**config.mk**
```make
export PLATFORM = sky130hd
export DESIGN_NAME = sram_strobe_ctrl
export DESIGN_NICKNAME = d
export VERILOG_FILES = /design/src/rtl/sram_timing_pkg.sv /design/src/rtl/sram_phase_ctr.sv /design/src/rtl/sram_seq.sv /design/src/rtl/sram_xfer_dp.sv /design/src/rtl/sram_strobe_ctrl.sv
export SDC_FILE = /design/constraint.sdc
export NUM_CORES = 1
export LEC_CHECK = 0
export ABC_CLOCK_PERIOD_IN_PS = 3300
export BUFFER_PORTS_ARGS = -buffer_cell sky130_fd_sc_hd__clkbuf_2
export CORE_ASPECT_RATIO = 0.9
export CORE_UTILIZATION = 30
export DETAILED_ROUTE_END_ITERATION = 8
export HOLD_SLACK_MARGIN = 0.1
export PLACE_DENSITY = 0.6
export SKIP_CTS_REPAIR_TIMING = 1
export SLEW_MARGIN = 10
export SYNTH_ARGS = -nofsm -noshare
export SYNTH_HDL_FRONTEND = slang
export SYNTH_SLANG_ARGS = --single-unit
```
**constraint.sdc**
```tcl
create_clock -name clk -period 3.3 [get_ports clk]
set_clock_uncertainty 0.1 [all_clocks]
set_input_delay 0.33 -clock clk [delete_from_list [all_inputs] [get_ports clk]]
set_output_delay 0.33 -clock clk [all_outputs]
set_load 0.01 [all_outputs]
```
**src/rtl/sram_timing_pkg.sv**
```systemverilog
package sram_timing_pkg;

   // Names of the asynchronous limits kept in the grade table
   typedef enum logic [3:0] {
      LIM_RC, LIM_AA, LIM_ACE, LIM_DOE, LIM_HZ,
      LIM_PWE, LIM_AW, LIM_SD, LIM_WC
   } lim_e;

   typedef enum logic [2:0] {
      ST_IDLE    = 3'd0,
      ST_RD      = 3'd1,
      ST_RD_REC  = 3'd2,
      ST_WR      = 3'd3,
      ST_WR_HOLD = 3'd4
   } seq_state_t;

   // Nanosecond limit for one grade (0 = fast, 1 = slow)
   function automatic int unsigned limit_ns(input int unsigned grade, input lim_e which);
      int unsigned v;
      v = 0;
      case (which)
         LIM_RC  : v = (grade == 0) ? 55 : 70;
         LIM_AA  : v = (grade == 0) ? 55 : 70;
         LIM_ACE : v = (grade == 0) ? 55 : 70;
         LIM_DOE : v = (grade == 0) ? 25 : 35;
         LIM_HZ  : v = (grade == 0) ? 20 : 25;
         LIM_PWE : v = (grade == 0) ? 40 : 50;
         LIM_AW  : v = (grade == 0) ? 45 : 60;
         LIM_SD  : v = (grade == 0) ? 25 : 30;
         LIM_WC  : v = (grade == 0) ? 55 : 70;
         default : v = 0;
      endcase
      return v;
   endfunction

   // Ceiling conversion; a nonzero limit never rounds to zero cycles
   function automatic int unsigned ns_to_cyc(input int unsigned ns, input int unsigned period);
      if (ns == 0) return 0;
      return (ns + period - 1) / period;
   endfunction

   function automatic int unsigned imax(input int unsigned a, input int unsigned b);
      return (a > b) ? a : b;
   endfunction

endpackage

```
**src/rtl/sram_phase_ctr.sv**
```systemverilog
module sram_phase_ctr #(
   parameter int unsigned CNT_W = 4
) (
   input  logic             clk,
   input  logic             rst_n,
   input  logic             load,
   input  logic [CNT_W-1:0] load_val,
   output logic             last
);

   logic [CNT_W-1:0] cnt;

   always_ff @(posedge clk or negedge rst_n) begin
      if (!rst_n) begin
         cnt <= '0;
      end else if (load) begin
         cnt <= load_val;
      end else if (cnt != '0) begin
         cnt <= cnt - 1'b1;
      end
   end

   assign last = (cnt == CNT_W'(1));

endmodule

```
**src/rtl/sram_seq.sv**
```systemverilog
module sram_seq
   import sram_timing_pkg::*;
#(
   parameter int unsigned CNT_W   = 4,
   parameter int unsigned RD_CYC  = 3,
   parameter int unsigned WR_CYC  = 3,
   parameter int unsigned REC_CYC = 1
) (
   input  logic             clk,
   input  logic             rst_n,
   input  logic             req_valid,
   input  logic             req_write,
   input  logic             ctr_last,
   output logic             req_ready,
   output logic             accept,
   output logic             rd_done,
   output logic             ctr_load,
   output logic [CNT_W-1:0] ctr_val,
   output logic             ce_n,
   output logic             oe_n,
   output logic             we_n,
   output logic             dq_oe
);

   seq_state_t state;

   assign req_ready = (state == ST_IDLE);
   assign accept    = req_ready && req_valid;
   assign rd_done   = (state == ST_RD) && ctr_last;
   assign ctr_load  = accept || rd_done;

   always_comb begin
      if (rd_done)        ctr_val = CNT_W'(REC_CYC);
      else if (req_write) ctr_val = CNT_W'(WR_CYC);
      else                ctr_val = CNT_W'(RD_CYC);
   end

   always_ff @(posedge clk or negedge rst_n) begin
      if (!rst_n) begin
         state <= ST_IDLE;
         ce_n  <= 1'b1;
         oe_n  <= 1'b1;
         we_n  <= 1'b1;
         dq_oe <= 1'b0;
      end else begin
         case (state)
            ST_IDLE: begin
               if (accept) begin
                  ce_n <= 1'b0;
                  if (req_write) begin
                     state <= ST_WR;
                     we_n  <= 1'b0;
                     dq_oe <= 1'b1;
                  end else begin
                     state <= ST_RD;
                     oe_n  <= 1'b0;
                  end
               end
            end
            ST_RD: begin
               if (ctr_last) begin
                  ce_n  <= 1'b1;
                  oe_n  <= 1'b1;
                  state <= ST_RD_REC;
               end
            end
            ST_RD_REC: begin
               if (ctr_last) state <= ST_IDLE;
            end
            ST_WR: begin
               if (ctr_last) begin
                  we_n  <= 1'b1;
                  dq_oe <= 1'b0;
                  state <= ST_WR_HOLD;
               end
            end
            ST_WR_HOLD: begin
               ce_n  <= 1'b1;
               state <= ST_IDLE;
            end
            default: begin
               state <= ST_IDLE;
               ce_n  <= 1'b1;
               oe_n  <= 1'b1;
               we_n  <= 1'b1;
               dq_oe <= 1'b0;
            end
         endcase
      end
   end

endmodule

```
**src/rtl/sram_xfer_dp.sv**
```systemverilog
module sram_xfer_dp #(
   parameter int unsigned ADDR_W = 15,
   parameter int unsigned DATA_W = 8
) (
   input  logic              clk,
   input  logic              rst_n,
   input  logic              accept,
   input  logic              rd_done,
   input  logic [ADDR_W-1:0] req_addr,
   input  logic [DATA_W-1:0] req_wdata,
   input  logic [DATA_W-1:0] dq_in,
   output logic [ADDR_W-1:0] mem_addr,
   output logic [DATA_W-1:0] dq_out,
   output logic              rsp_valid,
   output logic [DATA_W-1:0] rsp_rdata
);

   always_ff @(posedge clk or negedge rst_n) begin
      if (!rst_n) begin
         mem_addr <= '0;
         dq_out   <= '0;
      end else if (accept) begin
         mem_addr <= req_addr;
         dq_out   <= req_wdata;
      end
   end

   always_ff @(posedge clk or negedge rst_n) begin
      if (!rst_n) begin
         rsp_valid <= 1'b0;
         rsp_rdata <= '0;
      end else begin
         rsp_valid <= rd_done;
         if (rd_done) rsp_rdata <= dq_in;
      end
   end

endmodule

```
**src/rtl/sram_strobe_ctrl.sv**
```systemverilog
module sram_strobe_ctrl
   import sram_timing_pkg::*;
#(
   parameter int unsigned ADDR_W        = 15,
   parameter int unsigned DATA_W        = 8,
   parameter int unsigned CLK_PERIOD_NS = 20,
   parameter int unsigned GRADE         = 0
) (
   input  logic              clk,
   input  logic              rst_n,
   input  logic              req_valid,
   output logic              req_ready,
   input  logic              req_write,
   input  logic [ADDR_W-1:0] req_addr,
   input  logic [DATA_W-1:0] req_wdata,
   output logic              rsp_valid,
   output logic [DATA_W-1:0] rsp_rdata,
   output logic [ADDR_W-1:0] sram_addr,
   output logic              sram_ce_n,
   output logic              sram_oe_n,
   output logic              sram_we_n,
   output logic [DATA_W-1:0] sram_dq_out,
   output logic              sram_dq_oe,
   input  logic [DATA_W-1:0] sram_dq_in
);

   // Limits converted to cycles
   localparam int unsigned T_RC  = ns_to_cyc(limit_ns(GRADE, LIM_RC),  CLK_PERIOD_NS);
   localparam int unsigned T_AA  = ns_to_cyc(limit_ns(GRADE, LIM_AA),  CLK_PERIOD_NS);
   localparam int unsigned T_ACE = ns_to_cyc(limit_ns(GRADE, LIM_ACE), CLK_PERIOD_NS);
   localparam int unsigned T_DOE = ns_to_cyc(limit_ns(GRADE, LIM_DOE), CLK_PERIOD_NS);
   localparam int unsigned T_HZ  = ns_to_cyc(limit_ns(GRADE, LIM_HZ),  CLK_PERIOD_NS);
   localparam int unsigned T_PWE = ns_to_cyc(limit_ns(GRADE, LIM_PWE), CLK_PERIOD_NS);
   localparam int unsigned T_AW  = ns_to_cyc(limit_ns(GRADE, LIM_AW),  CLK_PERIOD_NS);
   localparam int unsigned T_SD  = ns_to_cyc(limit_ns(GRADE, LIM_SD),  CLK_PERIOD_NS);
   localparam int unsigned T_WC  = ns_to_cyc(limit_ns(GRADE, LIM_WC),  CLK_PERIOD_NS);

   // Phase lengths: read strobes, write pulse (hold cycle adds one), bus recovery
   localparam int unsigned RD_CYC  = imax(imax(T_AA, T_ACE), imax(T_DOE, T_RC));
   localparam int unsigned WR_CYC  = imax(imax(T_PWE, T_AW),
                                          imax(T_SD, (T_WC > 1) ? T_WC - 1 : 1));
   localparam int unsigned REC_CYC = imax(T_HZ, 1);
   localparam int unsigned CNT_W   = $clog2(imax(RD_CYC, imax(WR_CYC, REC_CYC)) + 1);

   generate
      if (GRADE > 1) begin : g_bad_grade
         $error("sram_strobe_ctrl: GRADE must be 0 or 1");
      end
      if (CLK_PERIOD_NS == 0) begin : g_bad_clk
         $error("sram_strobe_ctrl: CLK_PERIOD_NS must be nonzero");
      end
      if (ADDR_W == 0 || DATA_W == 0) begin : g_bad_width
         $error("sram_strobe_ctrl: widths must be nonzero");
      end
   endgenerate

   logic             accept;
   logic             rd_done;
   logic             ctr_load;
   logic             ctr_last;
   logic [CNT_W-1:0] ctr_val;

   sram_phase_ctr #(.CNT_W(CNT_W)) u_ctr (
      .clk      (clk),
      .rst_n    (rst_n),
      .load     (ctr_load),
      .load_val (ctr_val),
      .last     (ctr_last)
   );

   sram_seq #(
      .CNT_W   (CNT_W),
      .RD_CYC  (RD_CYC),
      .WR_CYC  (WR_CYC),
      .REC_CYC (REC_CYC)
   ) u_seq (
      .clk       (clk),
      .rst_n     (rst_n),
      .req_valid (req_valid),
      .req_write (req_write),
      .ctr_last  (ctr_last),
      .req_ready (req_ready),
      .accept    (accept),
      .rd_done   (rd_done),
      .ctr_load  (ctr_load),
      .ctr_val   (ctr_val),
      .ce_n      (sram_ce_n),
      .oe_n      (sram_oe_n),
      .we_n      (sram_we_n),
      .dq_oe     (sram_dq_oe)
   );

   sram_xfer_dp #(.ADDR_W(ADDR_W), .DATA_W(DATA_W)) u_dp (
      .clk       (clk),
      .rst_n     (rst_n),
      .accept    (accept),
      .rd_done   (rd_done),
      .req_addr  (req_addr),
      .req_wdata (req_wdata),
      .dq_in     (sram_dq_in),
      .mem_addr  (sram_addr),
      .dq_out    (sram_dq_out),
      .rsp_valid (rsp_valid),
      .rsp_rdata (rsp_rdata)
   );

endmodule

```
### After elaboration in Yosys (flattened, before gate mapping)

Index checks and enable logic that the tools add are counted.

| cells by class | value |
|---|---|
| reductions and logical operators | 13 |
| bitwise gates (word level) | 3 |
| $add $sub $neg | 1 |
| muxes and demuxes | 22 |
| equal/unequal tests | 11 |

Operators by type and width:

| operator | count |
|---|---|
| 2-to-1 mux 3 bit | 4 |
| case mux 1 bit (3 select lines) | 4 |
| case mux 3 bit (4 select lines) | 1 |
| AND reduction 4 bit | 3 |
| 2-to-1 mux 1 bit | 9 |
| 2-to-1 mux 2 bit | 4 |
| equality test 3 x 2 -> 1 bit (second input constant) | 2 |
| inequality test 2 x 1 -> 1 bit (second input constant) | 3 |
| inequality test 2 bit (second input constant) | 3 |
| OR reduction 3 bit | 2 |
| nonzero test 2 bit | 2 |
| equality test 3 x 1 -> 1 bit (second input constant) | 1 |
| equality test 3 bit (second input constant) | 1 |
| logical NOT 3 bit | 1 |
| NOT 1 bit | 3 |
| AND reduction 3 bit | 1 |
| equality test 2 x 1 -> 1 bit (second input constant) | 1 |
| logical AND 1 bit | 2 |
| OR reduction 2 bit | 1 |
| subtractor 2 x 1 -> 2 bit (second input constant) | 1 |
| logical OR 1 bit | 1 |

| storage, ports and cells | value |
|---|---|
| output and inout port bits | 37 |
| input bits | 35 |
| word-level logic and storage cells | 60 |
| register bits | 41 |

### Longest topological paths before layout

| depth | value |
|---|---|
| depth after elaboration | 4 |
| depth in mapped cells | 6 |
| gate-level depth less buffers | 5 |

### Cells and area by module

A second synthesis with hierarchy kept.

| second synthesis, totals | value |
|---|---|
| cells, all modules | 119 |
| area, all modules | 1711.6 µm² |

Modules (own cells, without submodules):

| module | cells each | sequential area each (µm²) | area each (µm²) | times used |
|---|---|---|---|---|
| sram_xfer_dp | 66 | 800.8 | 1177.4 | 1 |
| sram_seq | 40 | 178.9 | 397.9 | 1 |
| sram_phase_ctr | 13 | 50.0 | 136.4 | 1 |

### Worst setup path after synthesis

No wires, ideal clock.

| timing path | value |
|---|---|
| path kind | register to register |
| from | register u_ctr.cnt[1] |
| to | register u_dp.rsp_rdata[0] |
| arrival time | 1.514 ns |
| required time | 3.075 ns |
| setup time | 0.125 ns |
| setup slack | 1.561 ns |
| stages on the path, launching flop included | 7 |
| period minus slack after synthesis | 1.739 ns |
| buffers on the path | 1 |
| cell sequence | dfrtp_1 > inv_1 > ha_1 > nor2b_1 > nor3b_2 > buf_4 > mux2_2 |

| on the way | value |
|---|---|
| longest elaborated chain between the ends | 2 |

Ends and longest elaborated chain:

| item | line | text |
|---|---|---|
| start, declared | sram_phase_ctr.sv:11 | `logic [CNT_W-1:0] cnt;` |
| start signal, assigned | sram_phase_ctr.sv:17 | `cnt <= load_val;` |
| start signal, assigned | sram_phase_ctr.sv:19 | `cnt <= cnt - 1'b1;` |
| equality test 2 x 1 -> 1 bit | sram_phase_ctr.sv:23 | `assign last = (cnt == CNT_W'(1));` |
| logical AND 1 bit | sram_seq.sv:29 | `assign rd_done = (state == ST_RD) && ctr_last;` |
| via rd_done | sram_strobe_ctrl.sv:58 | `logic rd_done;` |
| end signal, assigned | sram_xfer_dp.sv:34 | `if (rd_done) rsp_rdata <= dq_in;` |
| end, declared | sram_xfer_dp.sv:15 | `output logic [DATA_W-1:0] rsp_rdata` |

The timed path passes the listed nets, and every way through them passes these cells.
A chain may end at the register's enable or synchronous reset.

### Worst setup path after layout

| timing path | value |
|---|---|
| from | register u_ctr.cnt[1] |
| to | register u_dp.rsp_rdata[2] |

| on the way | value |
|---|---|
| longest elaborated chain between the ends | 2 |

Ends and longest elaborated chain:

| item | line |
|---|---|
| equality test 2 x 1 -> 1 bit | sram_phase_ctr.sv:23 |
| logical AND 1 bit | sram_seq.sv:29 |

Every way passes these cells.

==> flow_summary.html <==
<table>
<tr><th>Metric</th><th>Value</th></tr>
<tr><th colspan="2">Status</th></tr>
<tr><td>Outcome</td><td>finished, final reports clean</td></tr>
<tr><th colspan="2">Setup path</th></tr>
<tr><td>Category of the worst setup path capture point</td><td>flop</td></tr>
<tr><td>Reg-to-reg startpoint</td><td>u_ctr.cnt[1]</td></tr>
<tr><td>Reg2reg path depth</td><td>5</td></tr>
<tr><td>Crit-path cells</td><td>inv_1 -&gt; ha_1 -&gt; nor2b_1 -&gt; nor3b_2 -&gt; mux2_2</td></tr>
<tr><td>Highest net fanout along the worst path</td><td>11</td></tr>
<tr><td>Minimum setup slack among reg-to-reg paths</td><td>1060 ps</td></tr>
<tr><td>Worst R2R End</td><td>u_dp.rsp_rdata[2]</td></tr>
<tr><td>Crit path DAT</td><td>2320 ps</td></tr>
<tr><td>Kind of start point of the critical path</td><td>flop</td></tr>
<tr><td>Maximum cell stage delay along the critical path</td><td>670 ps</td></tr>
<tr><td>Critical Path Slowest Stage Cell</td><td>sky130_fd_sc_hd__nor3b_2</td></tr>
<tr><td>Type of the worst setup path</td><td>reg2reg</td></tr>
<tr><td>Required time worst endpoint</td><td>3380 ps</td></tr>
<tr><th colspan="2">Die</th></tr>
<tr><td>Full die area</td><td>6270 um^2</td></tr>
<tr><td>Core Box Area</td><td>5730 um^2</td></tr>
<tr><td>Height of the die</td><td>75.2 um</td></tr>
<tr><td>Num rows</td><td>26</td></tr>
<tr><td>Starting utilization of the core area</td><td>31.2%</td></tr>
<tr><td>Number of I/O pins</td><td>72</td></tr>
<tr><td>Die X</td><td>83.4 um</td></tr>
<tr><th colspan="2">GRT</th></tr>
<tr><td>Pin count of the biggest net entering global routing</td><td>42</td></tr>
<tr><td>Wire length of the first global-routing pass</td><td>5260 um</td></tr>
<tr><td>Total global routing overflow</td><td>0</td></tr>
<tr><td>GRT Util Overall</td><td>11.0%</td></tr>
<tr><td>Vias in the first global route</td><td>1,150</td></tr>
<tr><td>Initial antenna violation count</td><td>0</td></tr>
<tr><th colspan="2">Finish</th></tr>
<tr><td>Post-route core utilization</td><td>39.6%</td></tr>
<tr><td>Share of final-layout standard cells stronger than drive strength 1</td><td>61.9%</td></tr>
<tr><td>Ant diodes</td><td>0</td></tr>
<tr><td>Commonest non-fill, non-tap cell in the layout</td><td>sky130_fd_sc_hd__clkbuf_2</td></tr>
<tr><td>Commonest cells after routing, fill and taps aside</td><td>71 x sky130_fd_sc_hd__clkbuf_2, 38 x sky130_fd_sc_hd__dfrtp_1, 20 x sky130_fd_sc_hd__mux2_4, 12 x sky130_fd_sc_hd__mux2_2</td></tr>
<tr><td>Area grow syn2layout</td><td>26.8%</td></tr>
<tr><td>Post-layout instance count excluding filler cells</td><td>259</td></tr>
<tr><td>Layout Nets</td><td>225</td></tr>
<tr><th colspan="2">Place</th></tr>
<tr><td>GP Congestion</td><td>0.757</td></tr>
<tr><td>Half-perimeter wire length of the detailed placement result</td><td>2230 um</td></tr>
<tr><td>Worst setup slack after placement</td><td>1030 ps</td></tr>
<tr><td>PortBufs</td><td>71</td></tr>
<tr><td>Placed Cells</td><td>251</td></tr>
<tr><th colspan="2">CTS</th></tr>
<tr><td>CTS tree</td><td>done</td></tr>
<tr><td>Clock root buffer</td><td>sky130_fd_sc_hd__clkbuf_8</td></tr>
<tr><td>Htree depth</td><td>2</td></tr>
<tr><td>Number of sinks on the clock net</td><td>41</td></tr>
<tr><td>Maximum root-to-sink buffer count</td><td>2</td></tr>
<tr><td>Clk Latency, worst-skew pair</td><td>290 ps</td></tr>
<tr><td>Inserted Clock Buffers</td><td>5</td></tr>
<tr><td>Clock input transition at the sequential cells of the worst setup and hold paths</td><td>80 ps</td></tr>
<tr><th colspan="2">STA</th></tr>
<tr><td>Final critical path time including I/O delays and setup</td><td>2240 ps</td></tr>
<tr><td>Slew margin rel.</td><td>33.7%</td></tr>
<tr><td>Sum Neg Setup Slack</td><td>0 ps</td></tr>
<tr><td>Final cycle utilization of the critical path</td><td>68.0%</td></tr>
<tr><td>Setup repair after global routing missed its margin</td><td>false</td></tr>
<tr><td>Achievable frequency</td><td>0.446 GHz</td></tr>
<tr><td>Final hold viol count</td><td>0</td></tr>
<tr><td>Setup ws final</td><td>1060 ps</td></tr>
<tr><td>Worst-Margin Slew</td><td>994 ps</td></tr>
<tr><td>Setup violators final</td><td>0</td></tr>
<tr><td>Pins over their slew limit</td><td>0</td></tr>
<tr><th colspan="2">Routing</th></tr>
<tr><td>Avg Vias per Cell</td><td>4.41</td></tr>
<tr><td>Count of routing violations after the opening detailed-route iteration</td><td>21</td></tr>
<tr><td>Total DRC errors in the routed layout</td><td>0</td></tr>
<tr><td>Vias</td><td>1,141</td></tr>
<tr><td>Antenna violation net count after detailed routing</td><td>0</td></tr>
<tr><td>Routed wirelength normalized by instance count</td><td>12.2 um</td></tr>
<tr><td>Drt first pass iters</td><td>4</td></tr>
<tr><td>Overall routed net length</td><td>3170 um</td></tr>
<tr><th colspan="2">Logic synthesis</th></tr>
<tr><td>Flop and latch count out of synthesis</td><td>41</td></tr>
<tr><td>Netlist area before placement</td><td>1790 um^2</td></tr>
<tr><td>Register area share after synthesis</td><td>57.6%</td></tr>
<tr><td>Synth Warn #</td><td>0</td></tr>
<tr><td>Average size of a mapped cell</td><td>15.4 um^2</td></tr>
<tr><td>Number of cells produced by synthesis</td><td>116</td></tr>
<tr><td>Post-synth net total</td><td>153</td></tr>
<tr><td>Number of distinct library cells after synthesis</td><td>29</td></tr>
<tr><th colspan="2">Worst hold path</th></tr>
<tr><td>Path class of the lowest-slack min-delay path</td><td>in2async</td></tr>
<tr><th colspan="2">Power</th></tr>
<tr><td>Peak supply drop</td><td>0.510 mV</td></tr>
<tr><td>Static leakage</td><td>1.12 nW</td></tr>
<tr><td>Overall Power</td><td>0.00231 W</td></tr>
<tr><td>Pwr/cell area</td><td>1020 nW/um^2</td></tr>
<tr><th colspan="2">Flow run</th></tr>
<tr><td>Reported max-cap violation count</td><td>0</td></tr>
</table>
==> sequential cells by signal, indices dropped and copies added (netlist names) <==
register	flops
u_dp.mem_addr	15
u_dp.dq_out	8
u_dp.rsp_rdata	8
u_seq.state	3
u_ctr.cnt	2
u_dp.rsp_valid	1
u_seq.ce_n	1
u_seq.dq_oe	1
u_seq.oe_n	1
u_seq.we_n	1
==> logic make-up (layout without fill, tap and decap cells) <==
logic type / count (synthesis) / count (layout) / share of synthesized area [%]
adders and majority gates: 2 / 2 / 1.40
AOI/OAI and AO/OA: 13 / 13 / 5.11
DFF: 41 / 41 / 57.6
and+or+nand+nor: 17 / 17 / 5.81
muxes: 32 / 32 / 24.4
buffers and inverters: 10 / 83 / 5.25
xor gates and xnor gates: 1 / 1 / 0.490
==> cell usage after synthesis <==
library cell	count	area (um^2)
sky130_fd_sc_hd__dfrtp_1	38	951
sky130_fd_sc_hd__mux2_4	20	300
sky130_fd_sc_hd__mux2_2	12	135
sky130_fd_sc_hd__a21oi_1	5	25.0
sky130_fd_sc_hd__nor2_1	5	18.8
sky130_fd_sc_hd__inv_1	4	15.0
sky130_fd_sc_hd__dfstp_2	3	78.8
sky130_fd_sc_hd__buf_12	2	40.0
sky130_fd_sc_hd__ha_1	2	25.0
sky130_fd_sc_hd__nand2_1	2	7.51
sky130_fd_sc_hd__nand2b_1	2	12.5
sky130_fd_sc_hd__nor3_1	2	10.0
sky130_fd_sc_hd__o21a_1	2	15.0
sky130_fd_sc_hd__o22a_1	2	17.5
sky130_fd_sc_hd__a211o_1	1	8.76
sky130_fd_sc_hd__a221oi_1	1	8.76
sky130_fd_sc_hd__a311oi_1	1	8.76
sky130_fd_sc_hd__and2_4	1	8.76
sky130_fd_sc_hd__buf_2	1	5.00
sky130_fd_sc_hd__buf_4	1	7.51
sky130_fd_sc_hd__buf_6	1	11.3
sky130_fd_sc_hd__buf_8	1	15.0
sky130_fd_sc_hd__nand3_1	1	5.00
sky130_fd_sc_hd__nor2b_1	1	6.26
sky130_fd_sc_hd__nor3_4	1	16.3
sky130_fd_sc_hd__nor3b_2	1	12.5
sky130_fd_sc_hd__o21bai_1	1	7.51
sky130_fd_sc_hd__or3_1	1	6.26
sky130_fd_sc_hd__xnor2_1	1	8.76
==> critical path: cells and delay by family (launching register included) <==
family / cells / cell delay, ps
simple gates: 2 / 920
fa+ha+maj: 1 / 250
flops: 1 / 380
mux: 1 / 410
buf+inv: 1 / 70
==> cell type report <==
cell class                      instances  area, um^2
Inverter                                4        15.0
Fill cell                             553        3460
Clock buffer                            5        68.8
Tap cell                               70        87.6
Timing Repair Buffer                   71         355
Sequential cell                        41        1030
Multi-Input combinational cell         65         664
Clock inverter                          3        46.3
==> report_power, final <==
group | leakage [nW] | switching, W | total (W) | internal [W]
combinational | 0.580 | 0.000421 | 0.000979 | 0.000558
sequential | 0.484 | 0.000170 | 0.000936 | 0.000767
clock | 0.0543 | 0.000171 | 0.000397 | 0.000226
total | 1.12 | 0.000762 | 0.00231 | 0.00155
==> how the worst max path moves through the flow <==
stage	from	endpoint	slack (ps)
after CTS	u_ctr.cnt[1]	u_dp.rsp_rdata[2]	1030
after global routing	u_ctr.cnt[1]	u_dp.rsp_rdata[2]	900
final	u_ctr.cnt[1]	u_dp.rsp_rdata[2]	1060
after global placement	u_ctr.cnt[1]	u_dp.rsp_rdata[1]	1120
after detailed placement	u_ctr.cnt[1]	u_dp.rsp_rdata[3]	1030
after floorplan	u_ctr.cnt[1]	u_dp.rsp_rdata[0]	1560
==> stage by stage <==
step | instance area (um^2) | hold WS, ps
floorplan | 1790 | -65.6
global placement | 2150 | 392
detailed placement | 2150 | 395
CTS | 2270 | 120
global route | 2270 | 155
finish | 2270 | 81.3
==> per-layer routing <==
metal,vias to the layer above,part of all wire [%],GRT usage (%)
met1,527,46,14.5
met2,64,41,15.3
li1,545,-,-
met3,5,11,5.04
met4,0,1.2,5.36
met5,-,0,0
Note: power is estimated with default switching activity, not from simulation.
